--- src/rtl/ratio_pkg.sv ---
package ratio_pkg;
  localparam int unsigned OP_W   = 24;
  localparam int unsigned FRAC_W = 12;
endpackage

--- src/rtl/ratio_step.sv ---
module ratio_step #(
  parameter int unsigned W = 24
) (
  input  logic [W-1:0] rem_in,
  input  logic [W-1:0] den,
  output logic [W-1:0] rem_out,
  output logic         q_bit
);
  logic [W:0] shifted;

  assign shifted = {rem_in, 1'b0};
  assign q_bit   = (shifted >= {1'b0, den});
  assign rem_out = q_bit ? W'(shifted - {1'b0, den}) : shifted[W-1:0];
endmodule

--- src/rtl/ratio_seq.sv ---
module ratio_seq #(
  parameter int unsigned STEPS = 12
) (
  input  logic clk,
  input  logic rst,
  input  logic accept,
  output logic busy,
  output logic last,
  output logic done
);
  localparam int unsigned CW = (STEPS > 1) ? $clog2(STEPS) : 1;

  logic [CW-1:0] cnt;

  assign last = busy && (cnt == CW'(STEPS - 1));

  always_ff @(posedge clk) begin
    if (rst) begin
      busy <= 1'b0;
      done <= 1'b0;
      cnt  <= '0;
    end else begin
      done <= last;
      if (accept) begin
        busy <= 1'b1;
        cnt  <= '0;
      end else if (last) begin
        busy <= 1'b0;
        cnt  <= '0;
      end else if (busy) begin
        cnt <= cnt + 1'b1;
      end
    end
  end

  AST_DONE_ONE_CYCLE: assert property (@(posedge clk) disable iff (rst)
    done |=> !done);
  AST_DONE_ENDS_BUSY: assert property (@(posedge clk) disable iff (rst)
    done |-> !busy && $past(busy));
  AST_ACCEPT_SETS_BUSY: assert property (@(posedge clk) disable iff (rst)
    accept |=> busy);
endmodule

--- src/rtl/ratio_frac_div.sv ---
module ratio_frac_div
  import ratio_pkg::*;
#(
  parameter int unsigned W  = OP_W,
  parameter int unsigned FB = FRAC_W
) (
  input  logic          clk,
  input  logic          rst,
  input  logic          in_valid,
  output logic          in_ready,
  input  logic [W-1:0]  dividend,
  input  logic [W-1:0]  divisor,
  output logic          busy,
  output logic          out_valid,
  output logic          q_int,
  output logic [FB-1:0] q_frac,
  output logic          err
);
  logic          accept;
  logic          last;
  logic [W-1:0]  rem_q;
  logic [W-1:0]  den_q;
  logic [W-1:0]  rem_nx;
  logic          bit_nx;
  logic [FB-1:0] acc_q;
  logic          int_q;
  logic          zero_q;

  assign in_ready = !busy;
  assign accept   = in_valid && in_ready;

  ratio_seq #(.STEPS(FB)) u_seq (
    .clk    (clk),
    .rst    (rst),
    .accept (accept),
    .busy   (busy),
    .last   (last),
    .done   (out_valid)
  );

  ratio_step #(.W(W)) u_step (
    .rem_in  (rem_q),
    .den     (den_q),
    .rem_out (rem_nx),
    .q_bit   (bit_nx)
  );

  always_ff @(posedge clk) begin
    if (rst) begin
      rem_q  <= '0;
      den_q  <= '0;
      acc_q  <= '0;
      int_q  <= 1'b0;
      zero_q <= 1'b0;
      q_int  <= 1'b0;
      q_frac <= '0;
      err    <= 1'b0;
    end else begin
      err <= last && zero_q;
      if (accept) begin
        den_q  <= divisor;
        acc_q  <= '0;
        zero_q <= (divisor == '0);
        int_q  <= (dividend >= divisor) && (divisor != '0);
        rem_q  <= (dividend >= divisor) ? '0 : dividend;
      end else if (busy) begin
        rem_q <= rem_nx;
        acc_q <= {acc_q[FB-2:0], bit_nx};
        if (last) begin
          q_int  <= int_q && !zero_q;
          q_frac <= zero_q ? '0 : {acc_q[FB-2:0], bit_nx};
        end
      end
    end
  end

  AST_REM_BELOW_DEN: assert property (@(posedge clk) disable iff (rst)
    (busy && !zero_q) |-> (rem_q < den_q));
  AST_INT_HAS_NO_FRAC: assert property (@(posedge clk) disable iff (rst)
    (out_valid && q_int) |-> (q_frac == '0));
  AST_ERR_WITH_DONE: assert property (@(posedge clk) disable iff (rst)
    err |-> (out_valid && !q_int && q_frac == '0));
  AST_RESULT_HOLDS: assert property (@(posedge clk) disable iff (rst)
    !out_valid |-> $stable({q_int, q_frac}));
  AST_OPERANDS_HOLD: assert property (@(posedge clk) disable iff (rst)
    (busy && !accept) |=> $stable(den_q));
endmodule

--- config.mk ---
export PLATFORM = sky130hd
export DESIGN_NAME = ratio_frac_div
export DESIGN_NICKNAME = d
export VERILOG_FILES = /design/src/rtl/ratio_pkg.sv /design/src/rtl/ratio_step.sv /design/src/rtl/ratio_seq.sv /design/src/rtl/ratio_frac_div.sv
export SDC_FILE = /design/constraint.sdc
export NUM_CORES = 1
export LEC_CHECK = 0
export BUFFER_PORTS_ARGS = -buffer_cell sky130_fd_sc_hd__buf_2
export CORE_UTILIZATION = 40
export DETAILED_ROUTE_END_ITERATION = 6
export GPL_ROUTABILITY_DRIVEN = 0
export GPL_TIMING_DRIVEN = 0
export SLEW_MARGIN = 10
export SYNTH_ARGS = -nofsm -noshare
export SYNTH_HDL_FRONTEND = slang
export SYNTH_SLANG_ARGS = --single-unit
--- constraint.sdc ---
create_clock -name clk -period 2.9 [get_ports clk]
set_input_delay 0.435 -clock clk [delete_from_list [all_inputs] [get_ports clk]]
set_output_delay 0.435 -clock clk [all_outputs]
set_load 0.01 [all_outputs]
Word-level counts from Yosys, hierarchy flattened

Cells that the tools add are included.

Bits in registers: 81
Bits of input ports: 51
Output and inout bits: 17
Word-level logic and storage cells: 38

Add/sub/neg operators: 2
Order comparisons: 2
Eq/ne operators: 1
Muxes and demuxes: 7
Bitwise gates (word level): 1
Reduce and logical (&&, ||, !) cells: 14

Operators by type and width:

| cell                  | count |
|---|---|
| $mux W24              | 4 |
| $ge A25 B24 Y1        | 1 |
| $ge A24 B24 Y1        | 1 |
| $logic_not A24 Y1     | 1 |
| $reduce_bool A24 Y1   | 1 |
| $sub A24 B24 Y24      | 1 |
| $mux W12              | 1 |
| $logic_and A1 B1 Y1   | 5 |
| $add A4 B1 Y4 const B | 1 |
| $eq A4 B4 Y1 const B  | 1 |
| $reduce_bool A2 Y1    | 2 |
| $reduce_and A3 Y1     | 1 |
| $reduce_or A3 Y1      | 1 |
| $logic_not A1 Y1      | 2 |
| $mux W1               | 2 |
| $reduce_or A2 Y1      | 1 |
| $not A1 Y1            | 1 |

Longest topological paths before layout

Word-level depth: 4
Mapped depth: 12
Mapped depth without buffers: 10

Modules after synthesis

Synthesis repeated with hierarchy kept, for this count alone.

Cell total of the unflattened synthesis: 728
Area, all modules: 5715.5 um^2

Modules (own cells, without submodules):

| module         | times used | cells an instance | area each (um^2) | seq. area each (um^2) |
|---|---|---|---|---|
| ratio_frac_div | 1          | 438               | 3617.2           | 1501.4 |
| ratio_step     | 1          | 266               | 1868.0           | 0.0 |
| ratio_seq      | 1          | 24                | 230.2            | 120.1 |

Least setup slack after synthesis

OpenSTA, ideal clock, no wires.

Path kind: register to register
Start: register den_q[2]
End: register rem_q[22]
Setup time: 0.103 ns
Arrival: 2.570 ns
Required time: 2.797 ns
Setup slack: 0.226 ns
Cell stages (with the launch flop): 11
Buffers on the path: 0
Clock period less this slack: 2.674 ns
Cell sequence: dfxtp_1 > inv_1 > ha_1 > nor2b_4 > o31a_1 > o31a_1 > or4_4 > nand3_2 > o211ai_2 > mux2_4 > a2111oi_2

Longest elaborated chain between the ends: 4
Elaborated cells on any way between the ends: 5
Those cells by class: add/sub (1); order compare (1); mux (3)

RTL lines:

| item                                                      | RTL line                           | RTL |
|---|---|---|
| start, declared                                           | ratio_frac_div.sv:22               | `logic [W-1:0] den_q;` |
| start signal, assigned                                    | ratio_frac_div.sv:61               | `den_q <= divisor;` |
| $sub A24 B24 Y24 / $ge A25 B24 Y1 (equally long branches) | ratio_step.sv:13, ratio_step.sv:12 |  |
| $mux W24 (*)                                              | ratio_step.sv:13                   | `assign rem_out = q_bit ? W'(shifted - {1'b0, den}) : shifted[W-1:0];` |
| $mux W24 (*)                                              | ratio_frac_div.sv:66               | `end else if (busy) begin` |
| $mux W24 (*)                                              | ratio_frac_div.sv:60               | `if (accept) begin` |
| end signal, assigned                                      | ratio_frac_div.sv:65               | `rem_q <= (dividend >= divisor) ? '0 : dividend;` |
| end signal, assigned                                      | ratio_frac_div.sv:67               | `rem_q <= rem_nx;` |
| end, declared                                             | ratio_frac_div.sv:21               | `logic [W-1:0] rem_q;` |

Mark *: on every way between the ends. The rest lies on a longest branch, timed or not. The select of a mux whose other input is x is not followed.
A chain may end at the register's enable or synchronous reset.

Worst setup path after layout

Start: input port divisor[9]
End: register rem_q[1]

Longest elaborated chain between the ends: 3

RTL lines:

| item            | RTL line             | RTL |
|---|---|---|
| start, declared | ratio_frac_div.sv:12 | `input logic [W-1:0] divisor,` |
| $ge A24 B24 Y1  | ratio_frac_div.sv:65 |  |
| $mux W24        | ratio_frac_div.sv:65 |  |
| $mux W24        | ratio_frac_div.sv:60 |  |

No other way between the ends.

==> results.sh <==
export IMPL_die_w_um=114.3
export IMPL_drc=0
export IMPL_swShare_pct=39.30
export IMPL_finalHoldViolations=0
export IMPL_syn2layout_area_growth_pct=18.69
export IMPL_antenna_found_initial=0
export IMPL_crit_buf_inv=3
export IMPL_cpPeakStageDelay_ns=0.55
export IMPL_fin_crit_sh_pct=96.92
export IMPL_seqPwrFrac_pct=26.8
export IMPL_cts_tree="yes"
export IMPL_dr_pass1_iters=5
export IMPL_synth_edf_count=0
export IMPL_p_clk_share_pct=26.8
export IMPL_post_drt_wl_per_cell_um=17.47
export IMPL_clk_pin_slew_ns=0.07
export IMPL_cts_buffer_depth=2
export IMPL_synth_seq_cells=81
export IMPL_drt_iter0_drc=352
export IMPL_cp_arrival_ns=3.07
export IMPL_cp_end_kind="flip-flop"
export IMPL_vias_per_cell=5.637
export IMPL_num_vias=4927
export IMPL_synth_area_leader_cell="dfxtp_1"
export IMPL_combinationalPowerShare_pct=46.4
export IMPL_synth_area_mm2=0.005041
export IMPL_netlist_area_leader_share_pct=32.17
export IMPL_worstMarginPinSlew_ns=0.8345
export IMPL_grt_pass1_wl_um=24430
export IMPL_worstHoldPathType="in2reg"
export IMPL_post_dp_hpwl_um=11680
export IMPL_die_area_mm2=0.01306
export IMPL_avgSynthCellArea_um2=8.105
export IMPL_pre_cts_ws_ns=-0.2877
export IMPL_chipHeight_um=114.3
export IMPL_core_region_area_mm2=0.01216
export IMPL_io_pins=68
export IMPL_criticalPathCategory="in2reg"
export IMPL_row_count=40
export IMPL_relSlewSlack_pct=44.16
export IMPL_rrSetupSlack_ns=0.09
export IMPL_ant_nets=0
export IMPL_fmax_mhz=355.8
export IMPL_synth_distinct_cells=64
export IMPL_clock_root_buffer="clkbuf_16"
export IMPL_netlist_instances=622
export IMPL_fillCellCount=1203
export IMPL_initial_core_util_pct=41.45
export IMPL_ir_drop_uv=337.1
export IMPL_crit_path_cell_trace="buf_2 > inv_1 > ha_1 > a21o_1 > a21o_1 > a211oi_1 > o21bai_1 > a211o_1 > nor3_1 > clkbuf_1 > a22oi_1 > o22ai_1"
export IMPL_yosys_warnings=0
export IMPL_power_mw=4.832
export IMPL_drv_slew=0
export IMPL_grt_pass1_vias=4762
export IMPL_startpoint_type="primary input"
export IMPL_synth_area_top_cells="dfxtp_1 (32%), ha_1 (12%), nand2_1 (5.7%), a21oi_1 (5.6%), inv_1 (4.4%)"
export IMPL_power_density_mw_per_mm2=807.5
export IMPL_layout_setup_ws_ns=0.08930
export IMPL_leakagePower_nw=2.628
export IMPL_clock_sinks=81
export IMPL_routed_wl_um=15270
export IMPL_status="finished, final reports clean"
export IMPL_crit_family="compound AO/OA/AOI/OAI gates"
export IMPL_track_usage_pct=24.38
export IMPL_internal_power_mw=2.933
export IMPL_synth_fp_nets=723
export IMPL_grt_overflow_total=0
export IMPL_crit_required_ns=3.16
export IMPL_port_buffers=65
export IMPL_fin_skew_ns=0.006743
export IMPL_yosysMostFrequentCell="dfxtp_1"
export IMPL_crit_slowest_cell="clkbuf_1"
export IMPL_h_tree_depth=3
export IMPL_numCtsBuffers=9
export IMPL_ys_flop_type="dfxtp_1"
export IMPL_drive_gt1_share_pct=15.72
export IMPL_clock_latency_ns=0.35
export IMPL_cpMostUsedCell="a21o_1"
export IMPL_finalSetupViolCount=0
export IMPL_crit_path_max_fanout=10
export IMPL_cap_viol_max_count=0
export IMPL_nets=802
export IMPL_synthTopCellsByCount="dfxtp_1 (81), nand2_1 (77), inv_1 (59)"
export IMPL_period_minus_slack_ns=2.811
export IMPL_async_reset_ff_share_pct=0
export IMPL_antenna_cells=0
export IMPL_grt_max_degree=17
export IMPL_seq_area_frac_synth_pct=32.17
export IMPL_p_sw_mw=1.899
## power groups by stage
| stage | clock (mW) | combinational [mW] | sequential [mW] |
|---|---|---|---|
| finish | 1.30 | 2.24 | 1.30 |
| global route | 1.36 | 2.44 | 1.31 |
| CTS | 1.31 | 2.15 | 1.29 |
| detailed placement | 0 | 2.09 | 1.32 |
| global placement | 0 | 2.07 | 1.31 |
| floorplan | 0 | 1.60 | 1.30 |
## worst reg2reg max path: cells and delay by family, from the launching register on
family | cells | cell delay (ns)
fa+ha+maj | 1 | 0.40
compound gates | 4 | 0.97
buf+inv | 2 | 0.32
simple gates | 3 | 0.62
flops | 1 | 0.36
## metrics by stage
step | setup TNS, ns | instance area (um2) | utilization (%) | instances | hold WS [ns]
after global placement | -2.857 | 5577 | 45.85 | 855 | 0.4452
after floorplan | 0 | 5041 | - | 622 | 0.4363
after CTS | 0 | 5941 | 48.85 | 873 | 0.2811
after detailed placement | -3.051 | 5577 | 45.85 | 855 | 0.4463
final | 0 | 5983 | 49.20 | 874 | 0.2853
after global routing | -0.1319 | 5983 | 49.20 | 874 | 0.2964
## cell families after synthesis
| family | synth area share (%) |
|---|---|
| adders and majority gates | 12.56 |
| xor gates and xnor gates | 2.780 |
| AOI/OAI and AO/OA | 25.66 |
| muxes | 3.078 |
| DFF | 32.17 |
| buffers and inverters | 6.850 |
| and+or+nand+nor | 16.90 |
## sequential cells by signal (all words and copies together) (netlist names), 4 cells and up
register   count
den_q         24
u_seq.cnt      4
rem_q         24
acc_q         11
q_frac        12
## final timing paths
check | endpoint | startpoint | cells past startpoint
worst min-delay path | rem_q[22]$_SDFFE_PP0P_ | rst | 2
worst max-delay path | rem_q[1]$_SDFFE_PP0P_ | divisor[9] | 12
worst min register to register | den_q[16]$_SDFFE_PP0P_ | den_q[16]$_SDFFE_PP0P_ | 2
worst max register to register | rem_q[23]$_SDFFE_PP0P_ | rem_q[18]$_SDFFE_PP0P_ | 10
## cell type report
type                            instances  area (um2)  area share [%]
Timing Repair Buffer                   68       347.8           5.813
Clock inverter                          7       108.9           1.819
Tap cell                              168       210.2           3.513
Multi-Input combinational cell        456        3118           52.11
Buffer                                 25       126.4           2.112
Clock buffer                            9       225.2           3.764
Sequential cell                        81        1622           27.10
Inverter                               60       225.2           3.764
## placed cells by master (no fill, tap or decap), types with 8 or more instances in the layout
cell	netlist	final
nor3_1	13	13
nand3_1	8	8
xnor2_1	8	8
a22oi_1	9	9
a22o_1	12	12
inv_1	59	59
nor2_1	50	49
buf_2	3	66
a31oi_1	8	8
clkbuf_16	0	9
a211oi_1	11	10
nand2_1	77	77
dfxtp_1	81	81
mux2i_1	14	14
a222oi_1	8	8
clkbuf_1	19	18
o22ai_1	8	8
a21oi_1	56	53
nand4_1	9	9
ha_1	49	45
xor2_1	8	8
a21o_1	10	10
o21ai_0	18	18
## timing repair
action	in CTS	in global routing
gates resized for setup	4	11
pin swaps	3	7
endpoints found under the hold margin	0	0
hold buffers	0	0
setup endpoints to repair	10	22
cloned	0	0
buffers inserted	2	1
## metal layers
layer / global-route usage (%) / wire length (um) / vias up
met5: 0 / 0 / -
met4: 11.52 / 548 / 0
met3: 3.282 / 697 / 30
met2: 40.20 / 7189 / 146
met1: 31.50 / 6833 / 2339
li1: - / - / 2412
(Power assumes the default switching activity.)
